<file path="config.mk">
export PLATFORM = sky130hd
export DESIGN_NAME = nand_page_seq
export DESIGN_NICKNAME = d
export VERILOG_FILES = /design/src/rtl/nand_seq_pkg.sv /design/src/rtl/nand_rb_sync.sv /design/src/rtl/nand_bus_cycle.sv /design/src/rtl/nand_page_seq.sv
export SDC_FILE = /design/constraint.sdc
export NUM_CORES = 1
export LEC_CHECK = 0
export ABC_AREA = 1
export CAP_MARGIN = 20
export CORE_UTILIZATION = 35
export CTS_CLUSTER_SIZE = 25
export DETAILED_ROUTE_END_ITERATION = 8
export PLACE_DENSITY_LB_ADDON = 0.15
export SLEW_MARGIN = 20
export SYNTH_ARGS = -nofsm -noshare
export SYNTH_HDL_FRONTEND = slang
export SYNTH_SLANG_ARGS = --single-unit
</file>
<file path="constraint.sdc">
create_clock -name clk -period 2.6 [get_ports clk]
set_input_delay 0.26 -clock clk [delete_from_list [all_inputs] [get_ports clk]]
set_output_delay 0.26 -clock clk [all_outputs]
set_load 0.01 [all_outputs]
</file>
<file path="src/rtl/nand_seq_pkg.sv">
package nand_seq_pkg;
  typedef enum logic [1:0] {K_CMD, K_ADDR, K_DIN, K_DOUT} cyc_kind_e;

  typedef enum logic [3:0] {
    S_IDLE, S_CMD1, S_ADDR, S_DIN, S_CMD2, S_BUSYDLY, S_WAITRB, S_DOUT, S_DONE
  } seq_state_e;

  localparam logic [7:0] OP_PROG_SETUP   = 8'h80;
  localparam logic [7:0] OP_PROG_CONFIRM = 8'h10;
  localparam logic [7:0] OP_READ_SETUP   = 8'h00;
  localparam int         ADDR_CYCLES     = 4;
endpackage

</file>
<file path="src/rtl/nand_rb_sync.sv">
module nand_rb_sync #(
  parameter int STAGES = 2
) (
  input  logic clk,
  input  logic rst_n,
  input  logic async_i,
  output logic sync_o
);
  logic [STAGES-1:0] chain;

  always_ff @(posedge clk or negedge rst_n) begin
    if (!rst_n) chain <= '1;
    else        chain <= {chain[STAGES-2:0], async_i};
  end

  assign sync_o = chain[STAGES-1];
endmodule

</file>
<file path="src/rtl/nand_bus_cycle.sv">
module nand_bus_cycle
  import nand_seq_pkg::*;
#(
  parameter int T_CS  = 2,
  parameter int T_WP  = 2,
  parameter int T_CH  = 1,
  parameter int T_REA = 2,
  parameter int T_CEA = 4,
  parameter int CNT_W = 8
) (
  input  logic       clk,
  input  logic       rst_n,
  input  logic       start_i,
  input  cyc_kind_e  kind_i,
  input  logic [7:0] byte_i,
  input  logic       ce_low_i,
  input  logic [7:0] io_i,
  output logic       busy_o,
  output logic       done_o,
  output logic [7:0] rdata_o,
  output logic       cle_o,
  output logic       ale_o,
  output logic       we_n_o,
  output logic       re_n_o,
  output logic [7:0] io_o,
  output logic       io_oe_o
);
  typedef enum logic [1:0] {E_IDLE, E_SETUP, E_STROBE, E_HOLD} phase_e;

  localparam logic [CNT_W-1:0] L_CS  = CNT_W'(T_CS - 1);
  localparam logic [CNT_W-1:0] L_WP  = CNT_W'(T_WP - 1);
  localparam logic [CNT_W-1:0] L_CH  = CNT_W'(T_CH - 1);
  localparam logic [CNT_W-1:0] L_REA = CNT_W'(T_REA - 1);
  localparam logic [CNT_W-1:0] L_CEA = CNT_W'(T_CEA - 1);
  localparam logic [CNT_W-1:0] CEA_SAT = CNT_W'(T_CEA);

  phase_e           ph;
  cyc_kind_e        kind_q;
  logic [7:0]       byte_q;
  logic [CNT_W-1:0] cnt;
  logic [CNT_W-1:0] ce_age;
  logic             active, is_wr, rd_ok;

  assign active = (ph != E_IDLE);
  assign is_wr  = (kind_q != K_DOUT);
  assign rd_ok  = (cnt >= L_REA) && (ce_age >= L_CEA);

  // clocks since chip enable last fell, saturating
  always_ff @(posedge clk or negedge rst_n) begin
    if (!rst_n)                 ce_age <= '0;
    else if (!ce_low_i)         ce_age <= '0;
    else if (ce_age != CEA_SAT) ce_age <= ce_age + 1'b1;
  end

  always_ff @(posedge clk or negedge rst_n) begin
    if (!rst_n) begin
      ph      <= E_IDLE;
      kind_q  <= K_CMD;
      byte_q  <= '0;
      cnt     <= '0;
      rdata_o <= '0;
    end else begin
      case (ph)
        E_IDLE: if (start_i) begin
          ph     <= E_SETUP;
          kind_q <= kind_i;
          byte_q <= byte_i;
          cnt    <= '0;
        end
        E_SETUP: begin
          if (cnt == L_CS) begin ph <= E_STROBE; cnt <= '0; end
          else cnt <= cnt + 1'b1;
        end
        E_STROBE: begin
          if (is_wr) begin
            if (cnt == L_WP) begin ph <= E_HOLD; cnt <= '0; end
            else cnt <= cnt + 1'b1;
          end else if (rd_ok) begin
            rdata_o <= io_i;
            ph      <= E_HOLD;
            cnt     <= '0;
          end else if (cnt != '1) begin
            cnt <= cnt + 1'b1;
          end
        end
        E_HOLD: begin
          if (cnt == L_CH) ph <= E_IDLE;
          else cnt <= cnt + 1'b1;
        end
        default: ph <= E_IDLE;
      endcase
    end
  end

  assign done_o  = (ph == E_HOLD) && (cnt == L_CH);
  assign busy_o  = active;
  assign cle_o   = active && (kind_q == K_CMD);
  assign ale_o   = active && (kind_q == K_ADDR);
  assign we_n_o  = !((ph == E_STROBE) && is_wr);
  assign re_n_o  = !((ph == E_STROBE) && !is_wr);
  assign io_o    = byte_q;
  assign io_oe_o = active && is_wr;
endmodule

</file>
<file path="src/rtl/nand_page_seq.sv">
module nand_page_seq
  import nand_seq_pkg::*;
#(
  parameter int PAGE_BYTES = 528,
  parameter int T_CS  = 2,
  parameter int T_WP  = 2,
  parameter int T_CH  = 1,
  parameter int T_REA = 2,
  parameter int T_CEA = 4,
  parameter int T_WB  = 6,
  parameter int CNT_W = 8,
  localparam int ADDR_W = 8 * ADDR_CYCLES,
  localparam int LEN_W  = $clog2(PAGE_BYTES + 1)
) (
  input  logic              clk,
  input  logic              rst_n,
  input  logic              req_valid,
  output logic              req_ready,
  input  logic              req_write,
  input  logic              req_ce_save,
  input  logic [ADDR_W-1:0] req_addr,
  input  logic [LEN_W-1:0]  req_len,
  input  logic              wr_valid,
  output logic              wr_ready,
  input  logic [7:0]        wr_data,
  output logic              rd_valid,
  input  logic              rd_ready,
  output logic [7:0]        rd_data,
  output logic              done,
  output logic              nand_ce_n,
  output logic              nand_cle,
  output logic              nand_ale,
  output logic              nand_we_n,
  output logic              nand_re_n,
  output logic [7:0]        nand_io_out,
  output logic              nand_io_oe,
  input  logic [7:0]        nand_io_in,
  input  logic              nand_rb
);
  localparam int WB_W = $clog2(T_WB + 1);
  localparam logic [LEN_W-1:0] LAST_ADDR = LEN_W'(ADDR_CYCLES - 1);
  localparam logic [LEN_W-1:0] PAGE_MAX  = LEN_W'(PAGE_BYTES);
  localparam logic [WB_W-1:0]  WB_LAST   = WB_W'(T_WB - 1);

  seq_state_e        state;
  logic              op_write, save_q, launched;
  logic [ADDR_W-1:0] addr_q;
  logic [LEN_W-1:0]  len_q, idx, len_eff;
  logic [WB_W-1:0]   wait_cnt;
  logic              rb_s, ce_hold, tr_window;
  logic              eng_start, eng_busy, eng_done;
  cyc_kind_e         eng_kind;
  logic [7:0]        eng_byte, eng_rdata;

  nand_rb_sync #(.STAGES(2)) i_rb_sync (
    .clk(clk), .rst_n(rst_n), .async_i(nand_rb), .sync_o(rb_s)
  );

  nand_bus_cycle #(
    .T_CS(T_CS), .T_WP(T_WP), .T_CH(T_CH), .T_REA(T_REA), .T_CEA(T_CEA), .CNT_W(CNT_W)
  ) i_cycle (
    .clk(clk), .rst_n(rst_n), .start_i(eng_start), .kind_i(eng_kind), .byte_i(eng_byte),
    .ce_low_i(!nand_ce_n), .io_i(nand_io_in), .busy_o(eng_busy), .done_o(eng_done),
    .rdata_o(eng_rdata), .cle_o(nand_cle), .ale_o(nand_ale), .we_n_o(nand_we_n),
    .re_n_o(nand_re_n), .io_o(nand_io_out), .io_oe_o(nand_io_oe)
  );

  assign len_eff = (req_len == '0) ? LEN_W'(1) :
                   (req_len > PAGE_MAX) ? PAGE_MAX : req_len;

  assign req_ready = (state == S_IDLE) && !rd_valid;
  assign wr_ready  = (state == S_DIN) && !launched;
  assign done      = (state == S_DONE);
  assign tr_window = (state == S_BUSYDLY) || (state == S_WAITRB);

  // which bus cycle to launch in the current state
  always_comb begin
    eng_start = 1'b0;
    eng_kind  = K_CMD;
    eng_byte  = addr_q[7:0];
    case (state)
      S_CMD1: begin
        eng_start = !launched;
        eng_byte  = op_write ? OP_PROG_SETUP : OP_READ_SETUP;
      end
      S_ADDR: begin
        eng_start = !launched;
        eng_kind  = K_ADDR;
      end
      S_DIN: begin
        eng_start = !launched && wr_valid;
        eng_kind  = K_DIN;
        eng_byte  = wr_data;
      end
      S_CMD2: begin
        eng_start = !launched;
        eng_byte  = OP_PROG_CONFIRM;
      end
      S_DOUT: begin
        eng_start = !launched && !rd_valid;
        eng_kind  = K_DOUT;
      end
      default: ;
    endcase
  end

  // chip enable held by the sequencer outside engine activity
  always_comb begin
    case (state)
      S_CMD1, S_ADDR, S_CMD2, S_BUSYDLY, S_WAITRB: ce_hold = 1'b1;
      S_DIN, S_DOUT:                               ce_hold = !save_q;
      default:                                     ce_hold = 1'b0;
    endcase
  end
  assign nand_ce_n = !(ce_hold || eng_busy);

  always_ff @(posedge clk or negedge rst_n) begin
    if (!rst_n) begin
      state    <= S_IDLE;
      op_write <= 1'b0;
      save_q   <= 1'b0;
      addr_q   <= '0;
      len_q    <= LEN_W'(1);
      idx      <= '0;
      wait_cnt <= '0;
      launched <= 1'b0;
      rd_valid <= 1'b0;
      rd_data  <= '0;
    end else begin
      if (eng_done)       launched <= 1'b0;
      else if (eng_start) launched <= 1'b1;
      if (rd_valid && rd_ready) rd_valid <= 1'b0;

      case (state)
        S_IDLE: if (req_valid && req_ready) begin
          op_write <= req_write;
          save_q   <= req_ce_save;
          addr_q   <= req_addr;
          len_q    <= len_eff;
          idx      <= '0;
          state    <= S_CMD1;
        end
        S_CMD1: if (eng_done) state <= S_ADDR;
        S_ADDR: if (eng_done) begin
          addr_q <= {8'h00, addr_q[ADDR_W-1:8]};
          if (idx == LAST_ADDR) begin
            idx      <= '0;
            wait_cnt <= '0;
            state    <= op_write ? S_DIN : S_BUSYDLY;
          end else begin
            idx <= idx + 1'b1;
          end
        end
        S_DIN: if (eng_done) begin
          if (idx == len_q - 1'b1) state <= S_CMD2;
          else idx <= idx + 1'b1;
        end
        S_CMD2: if (eng_done) begin
          wait_cnt <= '0;
          state    <= S_BUSYDLY;
        end
        S_BUSYDLY: begin
          if (wait_cnt == WB_LAST) state <= S_WAITRB;
          else wait_cnt <= wait_cnt + 1'b1;
        end
        S_WAITRB: if (rb_s) begin
          idx   <= '0;
          state <= op_write ? S_DONE : S_DOUT;
        end
        S_DOUT: if (eng_done) begin
          rd_data  <= eng_rdata;
          rd_valid <= 1'b1;
          if (idx == len_q - 1'b1) state <= S_DONE;
          else idx <= idx + 1'b1;
        end
        S_DONE:  state <= S_IDLE;
        default: state <= S_IDLE;
      endcase
    end
  end
endmodule

</file>
==> impl_results.md <==
- Status: complete, no violations
- Final std cells w/o fill: between 1000 and 1500
- Hold Fails Final Rpt: 0
- Max FO, Critical Path: 10
- YS warnings: 0
- P_leak: approximately 3.5 nW
- Syn_nets: 868
- Remaining antenna violation count: 0
- Gr usage total: 17.7%
- Power per cell area: between 1000 and 1500 nW/µm²
- First-pass GRT wire length: 25.2 mm
- Core area: 16700 µm²
- Yosys cell types: 45
- H-tree Lvls: 3
- Overall Power: 7.99 mW
- Drt total wl: 14.8 mm
- Syn Inst Count: 789
- Largest net degree at the start of global routing: 52
- RSZ-0062 raised after global routing: true
- TritonCTS Buffers: 9
- Nets: 962
- Drt first pass iters: 5
- Fin crit period: 2490 ps
- Slowest CP cell: clkdlybuf4s50_1
- Crit start category: flip-flop
- Util after Layout: 45.1%
- Detail-routed via count per cell: 4.79
- Worst Setup End Kind: output pin
- CP Data Required Time: 2340 ps
- Root Driver: clkbuf_16
- TritonCTS clock tree: built
- Top cells by count, synth: nand2_1, dfrtp_1, inv_1
- Ratio of cells with drive above 1 in the final layout: approximately 8.9%
- Max-slew headroom: 62.8%
- Asr flop ratio synth: 100%
- DRC viols: 0
- Site Rows: 47
- Crit path largest cell delay: between 500 and 600 ps
- EDFF count, synth: 0
- Most common flop cell mapped by yosys: dfrtp_1
- Vias in the first global route: between 5000 and 6000
- Least-Margin Pin Slew: 558 ps
- Fin Clk Skew: 14.2 ps
- DIE WIDTH: 133 µm
- Port buffer count: between 90 and 100
- Synth top area share: 43.9%
- Max VDD drop: 484 µV
- Seq/Total Area, Yosys: 45.2%
- Routability congestion estimate from global placement: 0.858
- Crit-path cells: nor2_4 -> inv_2 -> nor2_8 -> inv_4 -> nand3_1 -> nor2_1 -> nand3_2 -> inv_2 -> clkdlybuf4s50_1
- CTS clock-pin slew for the worst setup and hold paths: 80 ps
- Final setup viols: 0
- Crit Path Category: reg -> out
- Num Clock Sinks: about 110
- Fin. max-slew vios: 0
- Via count: 5305
- WP data arrival: 2230 ps
- Post-place instance area: 7160 µm²
- HPWL after DPL: 11.0 mm
- Synth-to-layout area growth: 24.7%
- Placed insts: 1085
- Post-synth top area cell: dfrtp_1
- Hold Crit Class: in -> reg
- Max Clock Freq: ~400 MHz
- Initial Utilization: between 30% and 40%
- Post-route cell area: between 7000 and 8000 µm²
- Drt initial violations: about 310
- Max-cap violation count: 0
- DIE AREA: 17800 µm²
- Total grt overflow: 0
- Clock buffer depth: 2
- N_diodes: 0
- Most frequent CP cell: inv_2
- Syn Std Cell Area: around 6000 µm²
- Final worst path period share: 95.9%
- Synth Register Bits: 109
- Worst skew pair latency: 360 ps
- WL/cell: 13.3 µm
- Die height: 133 µm
- Most common cell in the synthesized netlist: nand2_1
- Top Ports: 92
- Leading post-synthesis cells by cell area: dfrtp_1, nand2_1, inv_1
- Setup TNS: 0 ps
- Initial antenna violation count: 0
- Avg Inst Size Synth: around 7.7 µm²
layout make-up:
cell class / count / area, µm²
inverters: 113 / 427
well taps: 220 / 275
fillers: 1661 / 9170
multi-input cells: 545 / 2770
clock buffers: 9 / 225
clock inverters: 7 / 77.6
flip-flops and latches: 109 / 2740
repair buffers: 105 / 1030
final timing paths:
path / startpoint / to / slack (ps) / depth (start not counted)
worst max-delay path: state[2]$_DFFE_PN0P_ / nand_ce_n / 110 / 9
worst max register to register: i_cycle.cnt[0]$_DFFE_PN0P_ / idx[4]$_DFFE_PN0P_ / 310 / 11
max in group asynchronous: rst_n / len_q[0]$_DFFE_PN1P_ / 1410 / 3
worst min register to register: i_rb_sync.chain[0]$_DFF_PN1_ / i_rb_sync.chain[1]$_DFF_PN1_ / 360 / 0
worst min-delay path: nand_rb / i_rb_sync.chain[0]$_DFF_PN1_ / 320 / 1
min in group asynchronous: rst_n / addr_q[30]$_DFFE_PN0P_ / 420 / 2
cell families (layout without fill, tap and decap cells):
group | after synthesis | after routing | share of synthesized area [%]
AND/OR/NAND/NOR | 381 | 381 | 27.7
AO/OA/AOI/OAI | 136 | 136 | 12.8
buffers and inverters | 135 | 234 | 9.25
flip-flops | 109 | 109 | 45.2
adder cells (fa/ha/maj) | 13 | 13 | 2.69
XOR/XNOR | 10 | 10 | 1.45
multiplexers | 5 | 5 | 0.911
state kept, by name (all words and copies together) (netlist names):
name,count
rd_valid,1
idx,10
i_cycle.cnt,8
i_rb_sync.chain,2
addr_q,32
state,4
rd_data,8
i_cycle.rdata_o,8
op_write,1
i_cycle.kind_q,2
save_q,1
i_cycle.ph,2
len_q,10
i_cycle.io_o,8
i_cycle.ce_age,8
wait_cnt,3
launched,1
power by group:
group / internal, mW / switching (mW) / total, mW
Clock: 0.685 / 0.718 / 1.40
Combinational: 1.47 / 2.43 / 3.89
Sequential: 2.32 / 0.377 / 2.69
Total: 4.47 / 3.52 / 7.99
worst max-delay path: cells and delay by family (launching register included):
kind,cells,cell delay [ps]
buf+inv,4,880
simple gates,5,530
flops,1,460
placed cells by master (no fill, tap or decap), types with 4 or more instances in the layout:
cell type	count
nand3_1	52
nand4_1	10
o211ai_1	21
nand3_2	4
xor2_1	7
a21oi_1	28
inv_1	98
nor3_1	10
inv_2	12
nand2_1	207
nand2_2	5
nor2_1	76
o21ai_1	35
mux2_2	4
ha_1	13
clkbuf_16	9
buf_4	13
o21ai_0	40
nor2_4	5
dfrtp_1	103
clkdlybuf4s50_1	90
metal layers:
metal	global-route usage, %	vias up	share of wire [%]
met5	0	-	0
met4	6.88	0	1.8
met3	3.20	15	4.3
met2	27.5	102	45
met1	24.4	2461	48
li1	-	2727	-
stage by stage:
step / hold slack, ps / setup WS [ps]
floorplan: -35.6 / 765
global placement: 285 / 296
detailed placement: 290 / 297
CTS: 306 / 7.25
global route: 299 / -16.2
finish: 324 / 106
what timing repair did:
action	4_1_cts	5_1_grt
gates resized for setup	2	6
hold endpoints to repair	39	0
hold buffers	1	0
pin swaps	1	1
endpoints found under the setup margin	1	2
buffers inserted	1	5
Power figures use the tool's default switching activity.
